$ cat src/rtl/spim_pkg.sv
`timescale 1ns/1ps
package spim_pkg;
  localparam int unsigned ADDR_W = 12;
  localparam int unsigned REG_W  = 32;

  localparam logic [ADDR_W-1:0] OFF_GCTL  = 12'h004;
  localparam logic [ADDR_W-1:0] OFF_IEN   = 12'h010;
  localparam logic [ADDR_W-1:0] OFF_ISTA  = 12'h014;
  localparam logic [ADDR_W-1:0] OFF_FCTL  = 12'h018;
  localparam logic [ADDR_W-1:0] OFF_FSTA  = 12'h01C;
  localparam logic [ADDR_W-1:0] OFF_TXWIN = 12'h200;
  localparam logic [ADDR_W-1:0] OFF_RXWIN = 12'h300;

  localparam int unsigned GB_EN     = 0;
  localparam int unsigned GB_MST    = 1;
  localparam int unsigned GB_PAUSE  = 7;
  localparam int unsigned GB_SRST   = 31;
  localparam int unsigned IB_OVF    = 8;
  localparam int unsigned IB_DONE   = 12;
  localparam int unsigned FB_RXRST  = 15;
  localparam int unsigned FB_TXRST  = 31;
  localparam int unsigned FS_RX_LSB = 0;
  localparam int unsigned FS_TX_LSB = 16;

  localparam int unsigned N_EVT   = 2;
  localparam int unsigned EVT_OVF = 0;
  localparam int unsigned EVT_DONE = 1;

  typedef struct packed {
    logic pause;
    logic mst;
    logic en;
  } gctl_t;
endpackage

$ cat src/rtl/spim_byte_fifo.sv
`timescale 1ns/1ps
module spim_byte_fifo #(
  parameter int unsigned DEPTH = 128,
  parameter int unsigned DW    = 8,
  localparam int unsigned PTR_W = (DEPTH > 1) ? $clog2(DEPTH) : 1,
  localparam int unsigned CNT_W = $clog2(DEPTH + 1)
) (
  input  logic             clk_i,
  input  logic             rst_ni,
  input  logic             flush_i,
  input  logic             push_i,
  input  logic [DW-1:0]    data_i,
  input  logic             pop_i,
  output logic [DW-1:0]    data_o,
  output logic [CNT_W-1:0] cnt_o,
  output logic             full_o,
  output logic             empty_o,
  output logic             drop_o
);
  localparam logic [PTR_W-1:0] PTR_LAST = PTR_W'(DEPTH - 1);
  localparam logic [CNT_W-1:0] CNT_FULL = CNT_W'(DEPTH);

  logic [DW-1:0]    mem_q [DEPTH];
  logic [PTR_W-1:0] wptr_q, rptr_q;
  logic [CNT_W-1:0] cnt_q;
  logic             do_push, do_pop;

  assign full_o  = (cnt_q == CNT_FULL);
  assign empty_o = (cnt_q == '0);
  assign do_push = push_i && !full_o;
  assign do_pop  = pop_i && !empty_o;
  // full is judged before the edge: a pop in the same cycle does not make room
  assign drop_o  = push_i && full_o && !flush_i;
  assign data_o  = mem_q[rptr_q];
  assign cnt_o   = cnt_q;

  function automatic logic [PTR_W-1:0] nxt(input logic [PTR_W-1:0] p);
    return (p == PTR_LAST) ? '0 : p + 1'b1;
  endfunction

  always_ff @(posedge clk_i or negedge rst_ni) begin
    if (!rst_ni) begin
      wptr_q <= '0;
      rptr_q <= '0;
      cnt_q  <= '0;
    end else if (flush_i) begin
      wptr_q <= '0;
      rptr_q <= '0;
      cnt_q  <= '0;
    end else begin
      if (do_push) wptr_q <= nxt(wptr_q);
      if (do_pop)  rptr_q <= nxt(rptr_q);
      case ({do_push, do_pop})
        2'b10:   cnt_q <= cnt_q + 1'b1;
        2'b01:   cnt_q <= cnt_q - 1'b1;
        default: cnt_q <= cnt_q;
      endcase
    end
  end

  always_ff @(posedge clk_i) begin
    if (do_push && !flush_i) mem_q[wptr_q] <= data_i;
  end
endmodule

$ cat src/rtl/spim_irq_ctrl.sv
`timescale 1ns/1ps
module spim_irq_ctrl #(
  parameter int unsigned N_EVT = 2
) (
  input  logic             clk_i,
  input  logic             rst_ni,
  input  logic             clr_all_i,
  input  logic [N_EVT-1:0] set_i,
  input  logic [N_EVT-1:0] w1c_i,
  input  logic             ien_we_i,
  input  logic [N_EVT-1:0] ien_d_i,
  output logic [N_EVT-1:0] sta_o,
  output logic [N_EVT-1:0] ien_o,
  output logic             irq_o
);
  logic [N_EVT-1:0] sta_q, ien_q;

  for (genvar i = 0; i < N_EVT; i++) begin : g_evt
    // new event beats a same-cycle clear; soft reset beats both
    always_ff @(posedge clk_i or negedge rst_ni) begin
      if (!rst_ni)           sta_q[i] <= 1'b0;
      else if (clr_all_i)    sta_q[i] <= 1'b0;
      else if (set_i[i])     sta_q[i] <= 1'b1;
      else if (w1c_i[i])     sta_q[i] <= 1'b0;
    end
  end

  always_ff @(posedge clk_i or negedge rst_ni) begin
    if (!rst_ni)        ien_q <= '0;
    else if (clr_all_i) ien_q <= '0;
    else if (ien_we_i)  ien_q <= ien_d_i;
  end

  assign sta_o = sta_q;
  assign ien_o = ien_q;
  assign irq_o = |(sta_q & ien_q);
endmodule

$ cat src/rtl/spim_csr_top.sv
`timescale 1ns/1ps
module spim_csr_top
  import spim_pkg::*;
#(
  parameter int unsigned FIFO_DEPTH = 128,
  parameter int unsigned DW         = 8,
  localparam int unsigned CNT_W     = $clog2(FIFO_DEPTH + 1)
) (
  input  logic              clk_i,
  input  logic              rst_ni,
  input  logic              reg_req_i,
  input  logic              reg_we_i,
  input  logic [ADDR_W-1:0] reg_addr_i,
  input  logic [REG_W-1:0]  reg_wdata_i,
  output logic [REG_W-1:0]  reg_rdata_o,
  input  logic              tx_pop_i,
  output logic [DW-1:0]     tx_data_o,
  output logic              tx_empty_o,
  input  logic              rx_push_i,
  input  logic [DW-1:0]     rx_data_i,
  output logic              rx_full_o,
  input  logic              evt_done_i,
  output logic              bus_en_o,
  output logic              master_o,
  output logic              xpause_o,
  output logic              irq_o
);
  logic wr, rd, soft_rst, tx_flush, rx_flush, tx_push, rx_pop;
  logic tx_full, rx_empty, rx_drop, tx_drop;
  logic [DW-1:0]    rx_head;
  logic [CNT_W-1:0] tx_cnt, rx_cnt;
  logic [N_EVT-1:0] sta, ien, evt_set, evt_w1c, ien_d;
  gctl_t gctl_q;

  assign wr       = reg_req_i && reg_we_i;
  assign rd       = reg_req_i && !reg_we_i;
  assign soft_rst = wr && (reg_addr_i == OFF_GCTL) && reg_wdata_i[GB_SRST];
  assign tx_flush = soft_rst || (wr && (reg_addr_i == OFF_FCTL) && reg_wdata_i[FB_TXRST]);
  assign rx_flush = soft_rst || (wr && (reg_addr_i == OFF_FCTL) && reg_wdata_i[FB_RXRST]);
  assign tx_push  = wr && (reg_addr_i == OFF_TXWIN);
  assign rx_pop   = rd && (reg_addr_i == OFF_RXWIN);

  always_ff @(posedge clk_i or negedge rst_ni) begin
    if (!rst_ni)       gctl_q <= '0;
    else if (soft_rst) gctl_q <= '0;
    else if (wr && reg_addr_i == OFF_GCTL) begin
      gctl_q.en    <= reg_wdata_i[GB_EN];
      gctl_q.mst   <= reg_wdata_i[GB_MST];
      gctl_q.pause <= reg_wdata_i[GB_PAUSE];
    end
  end

  assign bus_en_o = gctl_q.en;
  assign master_o = gctl_q.mst;
  assign xpause_o = gctl_q.pause;

  spim_byte_fifo #(.DEPTH(FIFO_DEPTH), .DW(DW)) u_tx_fifo (
    .clk_i, .rst_ni,
    .flush_i(tx_flush), .push_i(tx_push), .data_i(reg_wdata_i[DW-1:0]),
    .pop_i(tx_pop_i), .data_o(tx_data_o), .cnt_o(tx_cnt),
    .full_o(tx_full), .empty_o(tx_empty_o), .drop_o(tx_drop)
  );

  spim_byte_fifo #(.DEPTH(FIFO_DEPTH), .DW(DW)) u_rx_fifo (
    .clk_i, .rst_ni,
    .flush_i(rx_flush), .push_i(rx_push_i), .data_i(rx_data_i),
    .pop_i(rx_pop), .data_o(rx_head), .cnt_o(rx_cnt),
    .full_o(rx_full_o), .empty_o(rx_empty), .drop_o(rx_drop)
  );

  always_comb begin
    evt_set           = '0;
    evt_set[EVT_OVF]  = rx_drop;
    evt_set[EVT_DONE] = evt_done_i;
    evt_w1c           = '0;
    ien_d             = '0;
    ien_d[EVT_OVF]    = reg_wdata_i[IB_OVF];
    ien_d[EVT_DONE]   = reg_wdata_i[IB_DONE];
    if (wr && reg_addr_i == OFF_ISTA) begin
      evt_w1c[EVT_OVF]  = reg_wdata_i[IB_OVF];
      evt_w1c[EVT_DONE] = reg_wdata_i[IB_DONE];
    end
  end

  spim_irq_ctrl #(.N_EVT(N_EVT)) u_irq (
    .clk_i, .rst_ni,
    .clr_all_i(soft_rst), .set_i(evt_set), .w1c_i(evt_w1c),
    .ien_we_i(wr && reg_addr_i == OFF_IEN), .ien_d_i(ien_d),
    .sta_o(sta), .ien_o(ien), .irq_o(irq_o)
  );

  always_comb begin
    reg_rdata_o = '0;
    if (rd) begin
      unique case (reg_addr_i)
        OFF_GCTL: begin
          reg_rdata_o[GB_EN]    = gctl_q.en;
          reg_rdata_o[GB_MST]   = gctl_q.mst;
          reg_rdata_o[GB_PAUSE] = gctl_q.pause;
        end
        OFF_IEN: begin
          reg_rdata_o[IB_OVF]  = ien[EVT_OVF];
          reg_rdata_o[IB_DONE] = ien[EVT_DONE];
        end
        OFF_ISTA: begin
          reg_rdata_o[IB_OVF]  = sta[EVT_OVF];
          reg_rdata_o[IB_DONE] = sta[EVT_DONE];
        end
        OFF_FSTA: begin
          reg_rdata_o[FS_RX_LSB +: CNT_W] = rx_cnt;
          reg_rdata_o[FS_TX_LSB +: CNT_W] = tx_cnt;
        end
        OFF_RXWIN: reg_rdata_o[DW-1:0] = rx_empty ? '0 : rx_head;
        default:   reg_rdata_o = '0;
      endcase
    end
  end

  logic unused_ok;
  assign unused_ok = ^{tx_full, tx_drop};
endmodule

$ cat config.mk
export PLATFORM = sky130hd
export DESIGN_NAME = spim_csr_top
export DESIGN_NICKNAME = d
export VERILOG_FILES = /design/src/rtl/spim_pkg.sv /design/src/rtl/spim_byte_fifo.sv /design/src/rtl/spim_irq_ctrl.sv /design/src/rtl/spim_csr_top.sv
export SDC_FILE = /design/constraint.sdc
export NUM_CORES = 2
export LEC_CHECK = 0
export ABC_AREA = 0
export CORE_MARGIN = 5
export CORE_UTILIZATION = 55
export CTS_CLUSTER_DIAMETER = 150
export DETAILED_ROUTE_END_ITERATION = 8
export GPL_ROUTABILITY_DRIVEN = 0
export HOLD_SLACK_MARGIN = 0.15
export PLACE_DENSITY = 0.8
export SYNTH_ARGS = -nofsm -noshare
export SYNTH_HDL_FRONTEND = slang
export SYNTH_SLANG_ARGS = --single-unit
$ cat constraint.sdc
create_clock -name clk_i -period 5 [get_ports clk_i]
set_input_delay 0.75 -clock clk_i [delete_from_list [all_inputs] [get_ports clk_i]]
set_output_delay 0.75 -clock clk_i [all_outputs]
set_load 0.01 [all_outputs]
==> flow_summary.ini <==
[cells_and_area]
post-route-cell-area_um2 = 92880
nets = 4478
multi_input_combinational_cell_area_um2 = 19200
regArea_um2 = 62790
post_layout_nonfiller_instances = 6565
num-fill-cells = 9554
post_route_cells_drive_above_1_share_pct = 20.79
synthToLayoutAreaGrowth_pct = 12.21

[die]
die-width_um = 397.9
die_y_um = 397.9
die-area_um2 = 158400
io_pins = 105
core_area_um2 = 149800
initial_utilization_pct = 55.27
num_rows = 142

[detailed_routing]
detailedRoute.firstIterationViolations = 6489
final_routed_wirelength_across_all_metal_layers_um = 199600
vias = 44258
drt.antenna.violating_nets = 0
routedWlPerCell_um = 30.41
vias_per_cell = 6.742
drc_errors = 0
detail_route.first_pass.iterations = 8

[sta]
maxSlewHeadroom_pct = 5.788
max_slew.worst_pin.slew_ns = 1.413
finalWorstPathRequiredPeriod_ns = 5.023
maxClockFrequency_ghz = 0.1991
rsz_0062_raised_after_global_routing = yes
maxSlewViolCount = 0
setup_slack_ns = -0.02273
timing.final.setup_violations = 1
fin_skew_ns = 0.04601
final_critical_path_share_of_the_clock_period_pct = 100.5
report.final.hold_viol_count = 0

[logic_synthesis]
yosys.area_share.adder_pct = 0.2358
syn_avg_cell_area_um2 = 19.55
post_synthesis_async_set_or_reset_flop_share_pct = 2.430
ys_seq_elements = 2099
synth_cell_types = 76
synth-compound-area-share_pct = 5.263
netlist_area_um2 = 82770
yosys-top-cells-area = edfxtp_1 (74%), mux4_2 (10%), mux2i_1 (3.2%)
synthesis.instances = 4234
yosys.area_share.xor_xnor_pct = 0.2222
synth.largest_area_cell = edfxtp_1
post_synth_mux_area_share_pct = 13.65
synth_enable_flop_cells = 2048
sequential_share_of_the_synthesized_area_pct = 75.84
synth.top_cell.area_share_pct = 74.30
dominant_combinational_cell_family_by_area_after_synthesis = multiplexers
dominantRegCellSynth = edfxtp_1
simple_gate_fraction_of_synth_area_pct = 3.053
yosys_warnings = 0

[critical_path]
r2r-end = u_tx_fifo.cnt_o[7]
r2r_slack_ns = 0.98
cp_slowest_stage_delay_ns = 0.50
crit_top_cell = a22o_1
timing.critical_path.max_delay_family = compound AO/OA/AOI/OAI gates
cp_data_arrival_time_ns = 4.27
cp_num_buf_inv = 4
worst-setup-path-type = flop to primary output
timing.critical_path.depth = 11
critPathMaxFanout = 7
worst-endpoint-required_ns = 4.25
rr_startpoint = u_tx_fifo.cnt_o[2]
setup.worst_path.start_class = flop
cp-end-kind = primary output
worst_setup_path_startpoint = u_rx_fifo.rptr_q[0]
critical_path.cell_chain = buf_12 -> buf_16 -> buf_6 -> mux4_2 -> a22o_1 -> a221oi_4 -> o22ai_1 -> o21ai_2 -> o21ai_1 -> a22o_1 -> clkdlybuf4s50_1
rr_worst_depth = 13
timing.critical_path.slowest_stage_cell = mux4_2

[cts]
clkLatencyLatePin_ns = 0.85
tritoncts = built
htree_levels = 4
cts_inserted_buffers = 186
cts-root-buf = clkbuf_16
clock_tree.buffer_depth = 3
clk_transition_reported_paths_ns = 0.07
cts_sinks = 2099

[worst_hold_path]
min-delay-path-class = input pin to flop
min-delay-start = rx_data_i[2]
worst_hold_path.endpoint = u_rx_fifo.mem_q[108][2]
min_path_cells = 1

[grt]
grt_pass1_wl_um = 293200
grt_start_max_net_pins = 94
grt_use_total_pct = 25.05
first_global_vias = 44059
globalRoute.totalOverflow = 0
antenna_found_initial = 10

[placed_design]
place.port_buffers = 70
post-dp-hpwl_um = 108400
place_area_um2 = 86060
numPlacedInstances = 6209

[status]
violations_in_the_final_reports = negative setup slack
run_status = finished, violations left

[power_and_ir_drop]
p_per_area_nw_per_um2 = 433.7
p_leak_nw = 29.25
fin_total_pwr_w = 0.04029
max-vdd-ir-drop_mv = 0.3592

[flow_run]
drv_cap = 0
-- layout make-up --
class | count | area share [%]
Antenna cell | 3 | 0.008083
Clock buffer | 244 | 5.383
Inverter | 10 | 0.04311
Timing Repair Buffer | 245 | 2.838
Multi-Input combinational cell | 1862 | 20.68
Clock inverter | 86 | 0.7301
Sequential cell | 2099 | 67.61
Tap cell | 2016 | 2.716
-- power by group --
group,internal (W),total [W],switching [W],leakage [nW]
Clock,0.00748,0.0137,0.00623,2.77
Combinational,0.00241,0.00678,0.00437,7.43
Sequential,0.0195,0.0198,0.000288,19.0
Total,0.0294,0.0403,0.0109,29.2
-- cell usage in the layout (no fill, tap or decap), types with 10 or more instances in the layout --
cell type	Yosys	layout
clkinv_2	0	29
a21oi_1	86	82
and2_1	13	12
clkbuf_16	0	194
nand2_1	134	133
nor2b_1	12	10
mux4_2	384	384
ha_1	14	14
clkbuf_1	131	52
buf_4	44	141
o22ai_2	0	11
nand3_1	24	24
a22o_1	63	63
edfxtp_1	2048	2048
nor2_1	304	303
a211oi_2	1	18
clkdlybuf4s50_1	0	47
conb_1	1	14
a22oi_1	37	37
o21ai_0	34	34
buf_6	16	10
a221oi_1	45	21
mux2i_1	265	265
a221oi_2	3	25
nand4_1	11	11
o221ai_1	128	119
buf_12	0	16
buf_16	0	12
a211oi_1	40	22
nor3_1	23	20
dfrtp_1	51	44
o22ai_1	89	78
o21ai_2	1	12
clkinv_1	0	35
xor2_1	13	13
-- worst register-to-register path, delay by kind of cell, from the launching register on --
kind,cells,cell delay [ns]
AOI/OAI and AO/OA,7,1.49
adders and majority gates,1,0.30
buffers and inverters,1,0.22
DFF,1,0.42
and+or+nand+nor,4,1.48
-- routing by layer --
layer  part of all wire, %  GRT usage [%]
met1                    36          34.62
met2                    48          39.50
met3                    12          6.223
met4                   3.6          8.807
met5                 0.060              0
-- what timing repair did --
action                                  4_1_cts  5_1_grt
buffers inserted                              6        7
endpoints found under the setup margin       16       16
pin swaps                                    10       15
hold buffers                                  1        0
hold endpoints to repair                     51        0
gates resized for setup                      85       59
cloned                                        7        2
-- registers in the layout (all words and copies together) (netlist names) --
register	cells
u_tx_fifo.rptr_q	7
u_rx_fifo.rptr_q	7
u_tx_fifo.mem_q	1024
u_irq.sta_o	2
master_o	1
xpause_o	1
u_rx_fifo.wptr_q	7
u_irq.ien_o	2
u_tx_fifo.cnt_o	8
u_rx_fifo.cnt_o	8
u_tx_fifo.wptr_q	7
bus_en_o	1
u_rx_fifo.mem_q	1024
-- synth_stat cells, drive strengths merged (6+ instances only) --
master,count
nor3,23
a211oi,41
nand3,26
a2111oi,10
o21ai,53
a21oi,86
mux4,384
dfrtp,51
o31ai,6
nor2,305
clkbuf,131
nand2,134
xor2,13
buf,146
nand3b,8
nor2b,12
nand2b,10
o22ai,89
mux2i,265
a22o,63
nand4,12
a22oi,37
inv,10
a221oi,48
and2,13
edfxtp,2048
xnor2,8
ha,14
o221ai,128
-- logic make-up (layout without fill, tap and decap cells) --
kind of cell	count (synthesis)	after routing
buffers and inverters	287	585
AO/OA/AOI/OAI	588	588
flip-flops	2099	2099
adder cells (fa/ha/maj)	15	15
AND/OR/NAND/NOR	574	575
other	1	17
multiplexers	649	649
XOR/XNOR	21	21
-- worst max-delay path by stage --
stage / to / slack, ns
2_1_floorplan: u_tx_fifo.cnt_o[7] / 1.36
3_3_place_gp: tx_data_o[5] / 0.51
3_5_place_dp: tx_data_o[1] / 0.48
4_1_cts: reg_rdata_o[0] / -0.02
5_1_grt: tx_data_o[6] / -0.14
6_report: reg_rdata_o[4] / -0.02
-- stage by stage --
step	setup WS, ns	hold slack [ns]	TNS (ns)	utilization, %
6_report	-0.02273	0.4765	-0.02273	62.01
4_1_cts	-0.02474	0.4612	-0.04814	61.73
2_1_floorplan	1.364	0.4544	0	-
3_3_place_gp	0.5097	0.5024	0	57.46
5_1_grt	-0.1366	0.4945	-0.2803	62.01
3_5_place_dp	0.4784	0.5057	0	57.46
(Power assumes the default switching activity.)
